==> config.mk <==
export PLATFORM = sky130hd
export DESIGN_NAME = lnk_integrity_mon
export DESIGN_NICKNAME = d
export VERILOG_FILES = /design/src/rtl/lnk_pkg.sv /design/src/rtl/lnk_pulse_sched.sv /design/src/rtl/lnk_loss_timer.sv /design/src/rtl/lnk_pair_qual.sv /design/src/rtl/lnk_integrity_mon.sv
export SDC_FILE = /design/constraint.sdc
export NUM_CORES = 1
export LEC_CHECK = 0
export BUFFER_PORTS_ARGS = -buffer_cell sky130_fd_sc_hd__clkbuf_2
export CAP_MARGIN = 20
export CORE_ASPECT_RATIO = 0.75
export CORE_MARGIN = 1.5
export CORE_UTILIZATION = 44
export DETAILED_ROUTE_END_ITERATION = 12
export SLEW_MARGIN = 20
export SYNTH_ARGS = -nofsm -noshare
export SYNTH_HDL_FRONTEND = slang
export SYNTH_HIERARCHICAL = 1
export SYNTH_SLANG_ARGS = --single-unit
==> constraint.sdc <==
create_clock -name clk_i -period 2.99 [get_ports clk_i]
set_clock_uncertainty 0.05 [all_clocks]
set_input_delay 0 -clock clk_i [delete_from_list [all_inputs] [get_ports clk_i]]
set_output_delay 0 -clock clk_i [all_outputs]
set_load 0.01 [all_outputs]
==> src/rtl/lnk_pkg.sv <==
`timescale 1ns/1ps
package lnk_pkg;
  typedef enum logic {LNK_FAIL = 1'b0, LNK_PASS = 1'b1} lnk_state_e;

  function automatic int unsigned cnt_width(input int unsigned n);
    return (n > 1) ? $clog2(n) : 1;
  endfunction
endpackage

==> src/rtl/lnk_pulse_sched.sv <==
`timescale 1ns/1ps
module lnk_pulse_sched #(
  parameter int unsigned PERIOD = 16
) (
  input  logic clk_i,
  input  logic rst_ni,
  input  logic tick_i,
  output logic req_o
);
  localparam int unsigned W = lnk_pkg::cnt_width(PERIOD);
  localparam logic [W-1:0] LAST = W'(PERIOD - 1);

  logic [W-1:0] cnt_q;
  logic         req_q;

  always_ff @(posedge clk_i or negedge rst_ni) begin
    if (!rst_ni) begin
      cnt_q <= '0;
      req_q <= 1'b0;
    end else begin
      req_q <= 1'b0;
      if (tick_i) begin
        if (cnt_q == LAST) begin
          cnt_q <= '0;
          req_q <= 1'b1;
        end else begin
          cnt_q <= cnt_q + 1'b1;
        end
      end
    end
  end

  assign req_o = req_q;
endmodule

==> src/rtl/lnk_loss_timer.sv <==
`timescale 1ns/1ps
module lnk_loss_timer #(
  parameter int unsigned LIMIT = 100
) (
  input  logic clk_i,
  input  logic rst_ni,
  input  logic tick_i,
  input  logic run_i,
  input  logic event_i,
  output logic expire_o
);
  localparam int unsigned W = lnk_pkg::cnt_width(LIMIT);
  localparam logic [W-1:0] LAST = W'(LIMIT - 1);

  logic [W-1:0] cnt_q;

  // event has priority over a coincident tick
  assign expire_o = run_i & tick_i & ~event_i & (cnt_q == LAST);

  always_ff @(posedge clk_i or negedge rst_ni) begin
    if (!rst_ni) begin
      cnt_q <= '0;
    end else if (!run_i || event_i) begin
      cnt_q <= '0;
    end else if (tick_i && (cnt_q != LAST)) begin
      cnt_q <= cnt_q + 1'b1;
    end
  end
endmodule

==> src/rtl/lnk_pair_qual.sv <==
`timescale 1ns/1ps
module lnk_pair_qual #(
  parameter int unsigned WINDOW = 24
) (
  input  logic clk_i,
  input  logic rst_ni,
  input  logic tick_i,
  input  logic clear_i,
  input  logic pulse_i,
  output logic qualify_o
);
  localparam int unsigned W = lnk_pkg::cnt_width(WINDOW);
  localparam logic [W-1:0] LAST = W'(WINDOW - 1);

  logic         armed_q;
  logic [W-1:0] win_q;

  assign qualify_o = ~clear_i & armed_q & pulse_i;

  always_ff @(posedge clk_i or negedge rst_ni) begin
    if (!rst_ni) begin
      armed_q <= 1'b0;
      win_q   <= '0;
    end else if (clear_i) begin
      armed_q <= 1'b0;
      win_q   <= '0;
    end else if (pulse_i) begin
      // second pulse qualifies, first one arms
      armed_q <= ~armed_q;
      win_q   <= '0;
    end else if (tick_i && armed_q) begin
      if (win_q == LAST) begin
        armed_q <= 1'b0;
        win_q   <= '0;
      end else begin
        win_q <= win_q + 1'b1;
      end
    end
  end
endmodule

==> src/rtl/lnk_integrity_mon.sv <==
`timescale 1ns/1ps
module lnk_integrity_mon #(
  parameter int unsigned TX_PERIOD_TICKS = 16,
  parameter int unsigned LOSS_TICKS      = 100,
  parameter int unsigned PAIR_WIN_TICKS  = 24
) (
  input  logic clk_i,
  input  logic rst_ni,
  input  logic tick_i,
  input  logic force_pass_i,
  input  logic an_enable_i,
  input  logic rx_pulse_i,
  input  logic rx_activity_i,
  input  logic tx_en_i,
  output logic nlp_req_o,
  output logic link_pass_o,
  output logic link_fail_o,
  output logic tx_en_o,
  output logic an_restart_o
);
  import lnk_pkg::*;

  lnk_state_e state_q, state_d;
  logic       restart_q;
  logic       run, clear_qual, expire, qualify, rx_event;

  assign rx_event   = rx_pulse_i | rx_activity_i;
  assign run        = (state_q == LNK_PASS) & ~force_pass_i;
  assign clear_qual = (state_q == LNK_PASS) | force_pass_i;

  lnk_pulse_sched #(.PERIOD(TX_PERIOD_TICKS)) u_sched (
    .clk_i  (clk_i),
    .rst_ni (rst_ni),
    .tick_i (tick_i),
    .req_o  (nlp_req_o)
  );

  lnk_loss_timer #(.LIMIT(LOSS_TICKS)) u_loss (
    .clk_i    (clk_i),
    .rst_ni   (rst_ni),
    .tick_i   (tick_i),
    .run_i    (run),
    .event_i  (rx_event),
    .expire_o (expire)
  );

  lnk_pair_qual #(.WINDOW(PAIR_WIN_TICKS)) u_qual (
    .clk_i     (clk_i),
    .rst_ni    (rst_ni),
    .tick_i    (tick_i),
    .clear_i   (clear_qual),
    .pulse_i   (rx_pulse_i),
    .qualify_o (qualify)
  );

  always_comb begin
    state_d = state_q;
    if (force_pass_i)                           state_d = LNK_PASS;
    else if (state_q == LNK_PASS && expire)     state_d = LNK_FAIL;
    else if (state_q == LNK_FAIL && qualify)    state_d = LNK_PASS;
  end

  always_ff @(posedge clk_i or negedge rst_ni) begin
    if (!rst_ni) begin
      state_q   <= LNK_FAIL;
      restart_q <= 1'b0;
    end else begin
      state_q   <= state_d;
      restart_q <= expire & an_enable_i;
    end
  end

  // force acts in the same cycle
  assign link_pass_o  = (state_q == LNK_PASS) | force_pass_i;
  assign link_fail_o  = ~link_pass_o;
  assign tx_en_o      = tx_en_i & link_pass_o;
  assign an_restart_o = restart_q;
endmodule

==> results.json, run 1 <==
{
  "cts_setup_buffers": 0,
  "ant_nets": 0,
  "wl_per_cell_um": 12.49,
  "core_um2": 2102,
  "grt_max_degree": 21,
  "synth_seq_cells": 20,
  "fin_setup_tns_ps": 0,
  "fp.dieArea_um2": 2618,
  "cts_root_buf": "clkbuf_4",
  "worstPathCellList": "nor2b_1 > nor2b_1 > nand2_1 > nor4_1 > nand2_1 > a21o_1",
  "synth.area.top_cells": "dfrtp_1 49%, nand2_1 5.5%, ha_1 3.7%",
  "area.growth.synth_to_final_pct": 15.95,
  "cp_data_required_time_ps": 3140,
  "post_route_cells_drive_above_1_share_pct": 19.01,
  "synth_commonest_cells": "20 x dfrtp_1, 15 x nand2_1",
  "via_count": 771,
  "irDropWorstVdd_v": 0.0004585,
  "critPathMaxStageDelay_ps": 390,
  "ys_seq_area_share_pct": 49.08,
  "multi_input_area_um2": 496.7,
  "netlist_area_um2": 1020,
  "syn_area_per_cell_um2": 9.997,
  "hold_path_class": "input pin to flop",
  "cpLargestDelayFamily": "simple AND/OR/NAND/NOR gates",
  "clkLatencyLatePin_ps": 290,
  "period_needed_ps": 1609,
  "power_uw": 560.6,
  "die_h_um": 44.69,
  "drt_iter0_drc": 29,
  "synth_warnings": 6,
  "nets": 133,
  "htreeDepth": 1,
  "antenna_found_initial": 0,
  "setup_viol": 0,
  "relSlewSlack_pct": 67.10,
  "synth.most_common_cell": "dfrtp_1",
  "drt_pass1_iterations": 4,
  "place_congestion": 0.7617,
  "num_rows": 14,
  "cts_buffers": 3,
  "fmax_mhz": 621.4,
  "clk_pin_slew_ps": 110,
  "cts_sinks": 20,
  "synth_edf_count": 0,
  "hold_buffers": 4,
  "antennaDiodeCount": 0,
  "ys.flop_type": "dfrtp_1",
  "fin_crit_sh_pct": 53.82,
  "yosysTopAreaCell": "dfrtp_1",
  "synth-async-reset-ratio_pct": 100.0,
  "seqCellArea_um2": 500.5,
  "post-route-drc-count": 0,
  "worst_pin_slew_ps": 493.5,
  "hold_violations": 0,
  "cts_resized": 0,
  "crit_buf_inv": 0,
  "clock_path_buffers": 2,
  "via_per_inst": 5.317,
  "powerDensity_nw_per_um2": 474.1,
  "grt_pass1_wl_um": 3146,
  "ioPinCount": 13,
  "rsz0062_at_grt": "no",
  "hpwl_um": 1290,
  "synth_top_area_share_pct": 49.08,
  "routed_wl_um": 1811,
  "die_width_um": 58.59,
  "p_leak_nw": 0.4999,
  "cp.arrival_ps": 1760,
  "status": "complete, no violations",
  "synth_fp_nets": 113,
  "drv_cap": 0,
  "yosys.cell_types.count": 37,
  "start_util_pct": 48.51,
  "overflow": 0,
  "fillCellCount": 185,
  "slowest_stage": "dfrtp_1",
  "postSynthCellCount": 102,
  "grtUsageTotal_pct": 16.46,
  "startpoint_type": "flop",
  "cts_tree": "yes",
  "slew_violations": 0,
  "portBuffers": 12,
  "grt_pass1_vias": 734,
  "end_kind": "flop",
  "critPathKind": "flop to flop",
  "crit_fanout": 5
}
where the power goes:
part           switching [mW]  internal (mW)
logic                  0.0351         0.0457
registers              0.0281          0.297
clock network          0.0803         0.0742
total                   0.143          0.417
logic make-up (layout without fill, tap and decap cells):
family / count (synthesis) / in the layout / share of synthesized area [%]
fa+ha+maj: 3 / 3 / 3.681
buf+inv: 6 / 25 / 2.208
xor+xnor: 5 / 5 / 4.294
mux: 3 / 3 / 3.067
simple gates: 47 / 47 / 25.77
compound gates: 18 / 18 / 11.90
flops: 20 / 20 / 49.08
final timing paths:
kind	from	to	slack, ps	cells past startpoint
min	rx_activity_i	u_loss/cnt_q[1]	90	5
min reg2reg	u_sched/cnt_q[3]	u_sched/cnt_q[3]	480	1
max reg2reg	state_q	state_q	1380	6
min in group asynchronous	rst_ni	an_restart_o	140	2
max in group asynchronous	rst_ni	u_loss/cnt_q[1]	2420	2
max	state_q	state_q	1380	6
metal layers:
| metal | global-route usage [%] | wire (um) |
|---|---|---|
| met5 | 0 | 0 |
| met4 | 4.091 | 13 |
| met3 | 6.017 | 67 |
| met2 | 26.97 | 766 |
| met1 | 21.07 | 963 |
placed cells by master, fill, tap and decap left out, types with 2 or more instances in the layout:
cell,count
dfrtp_1,20
nand2_1,15
clkbuf_2,12
inv_1,5
o21ai_0,5
a21oi_1,5
nor2_1,5
dlygate4sd3_1,4
nand2b_1,4
xor2_1,4
clkbuf_4,3
or3_1,3
ha_1,3
nor2b_1,2
or2_1,2
a21o_1,2
mux2i_1,2
nand3_1,2
a41oi_1,2
flip-flops by register name (all words and copies together), names as in the netlist:
| signal | flops |
|---|---|
| u_loss/cnt_q | 7 |
| u_qual/win_q | 5 |
| u_sched/cnt_q | 4 |
| an_restart_o | 1 |
| u_qual/armed_q | 1 |
| u_sched/req_o | 1 |
| state_q | 1 |
worst reg2reg max path, delay by kind of cell, from the launching register on:
| family | cells | cell delay, ps |
|---|---|---|
| flip-flops | 1 | 390 |
| AND/OR/NAND/NOR | 5 | 930 |
| AO/OA/AOI/OAI | 1 | 150 |
final cells by class:
class / instances / share of cell area, %
sequential: 20 / 42.33
multi-input combinational: 76 / 42.01
timing repair buffer: 16 / 8.466
clock buffer: 4 / 3.069
tap: 24 / 2.540
inverter: 5 / 1.587
per-stage QoR:
| stage | setup slack, ps | util (%) | cell area, um^2 | cells | hold WS [ps] |
|---|---|---|---|---|---|
| 3_3_place_gp | 1444 | 52.62 | 1106 | 137 | -52.66 |
| 3_5_place_dp | 1369 | 52.62 | 1106 | 137 | -55.30 |
| 2_1_floorplan | 1574 | - | 1020 | 102 | -345.6 |
| 5_1_grt | 1232 | 56.25 | 1182 | 145 | 86.48 |
| 6_report | 1381 | 56.25 | 1182 | 145 | 87.15 |
| 4_1_cts | 1338 | 56.25 | 1182 | 145 | 69.30 |
Power figures use the tool's default switching activity.
==> inputs of run 2 (changes only) <==
Settings changed: PLACE_DENSITY set to 0.66.
Clock period 2.99 ns to 1.4 ns, I/O delays scaled along.
==> run 2 against run 1 <==
Compared with the run above:
- the run now ends with hold timing, setup timing left
- power rose by 120%
- critical endpoint unchanged
- maximum frequency rose by 6.9%
- cell area rose by 13%
- sequential power rose by 110%
- sequential cell count did not move
==> results.json, run 2 (synthesis gave the netlist of run 1 again) <==
{
  "overflow": 0,
  "slew_violations": 0,
  "grtUsageTotal_pct": 19.05,
  "area.growth.synth_to_final_pct": 31.17,
  "post_route_cells_drive_above_1_share_pct": 34.81,
  "fillCellCount": 175,
  "fmax_mhz": 664.4,
  "critPathKind": "flop to flop",
  "period_needed_ps": 1505,
  "cts_buffers": 3,
  "cpLargestDelayFamily": "simple AND/OR/NAND/NOR gates",
  "start_util_pct": 48.51,
  "cts_tree": "yes",
  "fin_setup_tns_ps": -176.9,
  "layout_common_cells": "18 x dfrtp_1, 14 x nand2_1, 13 x buf_4, 12 x clkbuf_2",
  "routed_wl_um": 2152,
  "intPower_uw": 899.5,
  "via_count": 836,
  "p_sw_share_pct": 25.41,
  "hp-start": "rx_pulse_i",
  "grt_max_degree": 21,
  "antenna_found_initial": 0,
  "slowest_stage": "dfrtp_1",
  "via_per_inst": 5.258,
  "holdPathStages": 3,
  "reg2reg_to": "state_q",
  "place_congestion": 0.7784,
  "hold_violations": 1,
  "die_h_um": 44.69,
  "worstPathCellList": "ha_2 > nand4b_1 > buf_4 > nor4_4 > nand2_1 > a21o_1",
  "reg_top3": "u_loss/cnt_q x7, u_qual/win_q x5, u_sched/cnt_q x4",
  "hold_path_class": "input pin to flop",
  "cp.arrival_ps": 1650,
  "status": "finished, violations left",
  "switching_power_uw": 306.4,
  "violations": "hold timing, setup timing",
  "fp.dieArea_um2": 2618,
  "cts_sinks": 20,
  "nets": 147,
  "mostFrequentLayoutCell": "dfrtp_1",
  "clockPowerShare_pct": 26.9,
  "crit_fanout": 2,
  "rsz0062_at_grt": "yes",
  "reg2reg_slack_ps": -110,
  "cts_root_buf": "clkbuf_4",
  "drv_cap": 0,
  "largest_reg_flops": 7,
  "post-place-ws_ps": -133.7,
  "clk_pin_slew_ps": 110,
  "portBuffers": 12,
  "antennaDiodeCount": 0,
  "grt_pass1_wl_um": 3746,
  "hold-worst-slack_ps": -7.494,
  "ant_nets": 0,
  "pwr-share-seq_pct": 57.5,
  "worst_pin_slew_ps": 498.3,
  "drt_pass1_iterations": 4,
  "wl_per_cell_um": 13.53,
  "grt_pass1_vias": 877,
  "setup_slack_ps": -105.2,
  "ioPinCount": 13,
  "cp_data_required_time_ps": 1540,
  "hold_path_end": "u_qual/armed_q",
  "clock_path_buffers": 2,
  "irDropWorstVdd_v": 0.0005409,
  "setup_viol": 2,
  "powerDensity_nw_per_um2": 901.6,
  "post-route-drc-count": 0,
  "drt_iter0_drc": 35,
  "htreeDepth": 1,
  "p_leak_nw": 0.5848,
  "r2r_cells": 6,
  "end_kind": "flop",
  "critPathMaxStageDelay_ps": 370,
  "die_width_um": 58.59,
  "num_rows": 14,
  "power_frac_comb_pct": 15.6,
  "core_um2": 2102,
  "fin_crit_sh_pct": 107.5,
  "relSlewSlack_pct": 66.78,
  "hpwl_um": 1540,
  "r2r-start": "u_loss/cnt_q[0]",
  "clkLatencyLatePin_ps": 290,
  "top_register": "u_loss/cnt_q",
  "startpoint_type": "flop",
  "crit_buf_inv": 1
}
run 2: area by class of cell:
cell class / instances / area, um^2 / share of cell area [%]
flip-flops and latches: 20 / 503.0 / 37.61
clock buffers: 4 / 36.28 / 2.713
well taps: 24 / 30.03 / 2.245
repair buffers: 30 / 209.0 / 15.62
multi-input cells: 76 / 540.5 / 40.41
inverters: 5 / 18.77 / 1.403
run 2: worst reg2reg max path: cells and delay by family, from the launching register on:
| kind | cells | cell delay [ps] |
|---|---|---|
| flops | 1 | 370 |
| buf+inv | 1 | 170 |
| simple gates | 3 | 460 |
| compound gates | 1 | 170 |
| fa+ha+maj | 1 | 180 |
run 2: metrics by stage:
stage               instances  total power [mW]  util (%)  area (um^2)
floorplan                 102            0.8098         -         1022
global placement          149            0.8659     57.02         1199
detailed placement        149            0.8808     57.02         1199
CTS                       157             1.222     62.08         1305
global route              159             1.288     63.63         1338
finish                    159             1.206     63.63         1338
run 2: how the worst max path moves through the flow:
stage | from | endpoint | slack (ps) | cells after the start
floorplan | u_loss/cnt_q[0] | state_q | 30 | 5
global placement | u_loss/cnt_q[1] | state_q | 40 | 5
detailed placement | u_loss/cnt_q[0] | state_q | -130 | 5
CTS | state_q | state_q | -10 | 6
global route | u_loss/cnt_q[0] | state_q | -180 | 6
finish | u_loss/cnt_q[0] | state_q | -110 | 6
run 2: power by group through the flow:
stage | registers, mW | logic (mW) | clock network (mW)
floorplan | 0.692 | 0.117 | 0
global placement | 0.700 | 0.166 | 0
detailed placement | 0.704 | 0.177 | 0
CTS | 0.693 | 0.189 | 0.340
global route | 0.706 | 0.223 | 0.360
finish | 0.693 | 0.188 | 0.325
run 2: metal layers:
metal	part of all wire [%]	wire (um)	global-route usage [%]	up-vias
met3	3.3	72	5.444	2
met1	45	971	23.05	398
met2	51	1098	33.48	12
met4	0.42	9	5.909	0
met5	0	0	0	-
li1	-	-	-	424
run 2: timing repair:
item,in CTS,in global routing
pin swaps,5,7
setup endpoints to repair,3,10
gates cloned,0,0
hold buffers,4,0
resized for setup,6,9
setup buffers,1,2
hold endpoints to repair,23,0
==> inputs of run 3 (changes only) <==
Settings changed: ABC_AREA set to 1, CORE_UTILIZATION 44 to 50, PLACE_DENSITY 0.66 to 0.7.
Clock period 1.4 ns to 1.76 ns, I/O delays scaled along.
==> run 3 against run 2 <==
Compared with the run above:
- synthesized area is 14% higher
- critical endpoint unchanged
- final cell count is 23% higher
- core utilization is 1.4 points lower
- power is 21% lower
- clock-buffer cell count is 1 lower
- worst hold slack better by 73 ps
- the flow now finishes without violations
- first-iteration DRC count is 5.7% higher
- global-route usage is 2.0 points lower
- wire length is 4.9% lower
- largest cell class unchanged
- die area hardly changed
- combinational power is 2% lower
==> results.json, run 3 <==
{
  "synth_edf_count": 0,
  "routed_wl_um": 2047,
  "cp_data_required_time_ps": 1920,
  "worst_pin_slew_ps": 498.6,
  "cts_tree": "yes",
  "ioPinCount": 13,
  "crit_buf_inv": 4,
  "ys_seq_area_share_pct": 43.20,
  "synth_fp_nets": 163,
  "slowest_stage": "dlygate4sd3_1",
  "drv_cap": 0,
  "htreeDepth": 1,
  "critPathKind": "input pin to flop",
  "grtUsageTotal_pct": 17.09,
  "utilization_pct": 62.20,
  "antenna_found_initial": 0,
  "reg2reg_to": "state_q",
  "top_register": "u_loss/cnt_q",
  "critPathMaxStageDelay_ps": 550,
  "r2r_cells": 8,
  "core_um2": 2102,
  "hold-worst-slack_ps": 65.82,
  "yosysTopAreaCell": "dfrtp_1",
  "synth.area.top_cells": "dfrtp_1 43%, nand2_1 13%, inv_1 8.7%",
  "syn_area_per_cell_um2": 7.622,
  "cp_common_cell": "inv_1",
  "drt_iter0_drc": 37,
  "ys.flop_type": "dfrtp_1",
  "postSynthCellCount": 152,
  "synth_warnings": 6,
  "clk_pin_slew_ps": 120,
  "final_cells": 195,
  "nets": 184,
  "portBuffers": 12,
  "synth_top_area_share_pct": 43.20,
  "mostFrequentLayoutCell": "nand2_1",
  "reg2reg_slack_ps": 300,
  "via_count": 942,
  "post-route-drc-count": 0,
  "grt_pass1_vias": 798,
  "start_util_pct": 55.12,
  "synth.most_common_cell": "nand2_1",
  "irDropWorstVdd_v": 0.0005567,
  "cts_sinks": 20,
  "startpoint_type": "input pin",
  "largest_reg_flops": 7,
  "hold_path_end": "u_sched/req_o",
  "worstPathCellList": "dlygate4sd3_1 > clkbuf_2 > or2_2 > nor2_2 > inv_1 > nor3_1 > nand3_1 > nand2_1 > inv_1",
  "fin_setup_tns_ps": 0,
  "netlist_area_um2": 1159,
  "hp-start": "tick_i",
  "cp.arrival_ps": 1670,
  "detailed_place.area_um2": 1245,
  "overflow": 0,
  "holdPathStages": 3,
  "cpLargestDelayFamily": "simple AND/OR/NAND/NOR gates",
  "yosys.cell_types.count": 22,
  "cts_root_buf": "clkbuf_4",
  "wl_per_cell_um": 10.50,
  "fin_crit_sh_pct": 85.71,
  "dp.cells": 188,
  "synth_seq_cells": 20,
  "p_leak_nw": 0.6737,
  "hold_violations": 0,
  "post_route_cells_drive_above_1_share_pct": 18.13,
  "period_needed_ps": 1509,
  "ant_nets": 0,
  "hold_path_class": "input pin to flop",
  "status": "complete, no violations",
  "hpwl_um": 1468,
  "fp.dieArea_um2": 2618,
  "crit_fanout": 4,
  "synth_commonest_cells": "39 x nand2_1, 27 x inv_1, 20 x dfrtp_1, 16 x nand3_1, 11 x nor2_1",
  "layout_common_cells": "39 x nand2_1, 27 x inv_1, 20 x dfrtp_1, 16 x nand3_1, 12 x clkbuf_2",
  "via_per_inst": 4.831,
  "antennaDiodeCount": 0,
  "cts_resized": 0,
  "drt_pass1_iterations": 5,
  "cts_buffers": 3,
  "die_width_um": 58.59,
  "die_h_um": 44.69,
  "final_area_um2": 1308,
  "area.growth.synth_to_final_pct": 12.85,
  "slew_violations": 0,
  "powerDensity_nw_per_um2": 726.8,
  "synth-async-reset-ratio_pct": 100.0,
  "reg_top3": "u_loss/cnt_q x7, u_qual/win_q x5, u_sched/cnt_q x4",
  "place_congestion": 0.8232,
  "end_kind": "flop",
  "rsz0062_at_grt": "no",
  "num_rows": 14,
  "grt_max_degree": 21,
  "r2r-start": "u_loss/cnt_q[0]",
  "relSlewSlack_pct": 66.76,
  "clock_path_buffers": 2,
  "fmax_mhz": 662.9,
  "clkLatencyLatePin_ps": 300,
  "grt_pass1_wl_um": 3346,
  "setup_viol": 0
}
run 3: kinds of logic after synthesis:
group | count (synthesis) | share of synthesized area [%]
xor gates and xnor gates | 4 | 3.024
and+or+nand+nor | 87 | 35.96
DFF | 20 | 43.20
muxes | 1 | 0.9719
adders and majority gates | 3 | 3.240
buffers and inverters | 29 | 10.04
AOI/OAI and AO/OA | 8 | 3.564
run 3: power breakdown:
| part | leakage [nW] | total [mW] | switching, mW | internal (mW) |
|---|---|---|---|---|
| sequential | 0.266 | 0.548 | 0.0398 | 0.508 |
| clock | 0.0138 | 0.218 | 0.139 | 0.0797 |
| combinational | 0.394 | 0.184 | 0.101 | 0.0828 |
run 3: per-stage QoR:
step	setup WS [ps]	total power, mW
after floorplan	376.8	0.6765
after global placement	369.8	0.7209
after detailed placement	307.5	0.7385
after CTS	279.7	0.9670
after global routing	157.1	1.014
final	251.5	0.9503
run 3: final cells by class:
cell class	count	area, um^2
Fill cell	185	794.5
Multi-Input combinational cell	103	541.8
Sequential cell	20	500.5
Timing Repair Buffer	17	107.6
Inverter	28	105.1
Tap cell	24	30.03
Clock buffer	3	22.52
run 3: worst max-delay path by stage:
stage                    start  cells past startpoint  slack [ps]       to
2_1_floorplan          state_q                      9         380  state_q
3_3_place_gp   u_loss/cnt_q[0]                      8         370  state_q
4_1_cts             rx_pulse_i                      9         280  state_q
5_1_grt        u_loss/cnt_q[0]                      8         160  state_q
6_report            rx_pulse_i                      9         250  state_q
3_5_place_dp   u_loss/cnt_q[0]                      8         310  state_q
run 3: tightest hold or removal path, stage by stage:
cell and delay, ps:
clkbuf_2 200, nand3_2 140, nor2_2 40
run 3: layer usage:
| metal | global-route usage (%) | wire, um | part of all wire, % |
|---|---|---|---|
| met4 | 2.727 | 0 | 0 |
| met2 | 28.54 | 917 | 45 |
| met5 | 0 | 0 | 0 |
| met3 | 6.017 | 101 | 4.9 |
| met1 | 22.22 | 1029 | 50 |
run 3: repair_timing:
action / CTS / global route
hold buffers: 4 / 0
endpoints found under the hold margin: 24 / 0
buffers inserted: 0 / 0
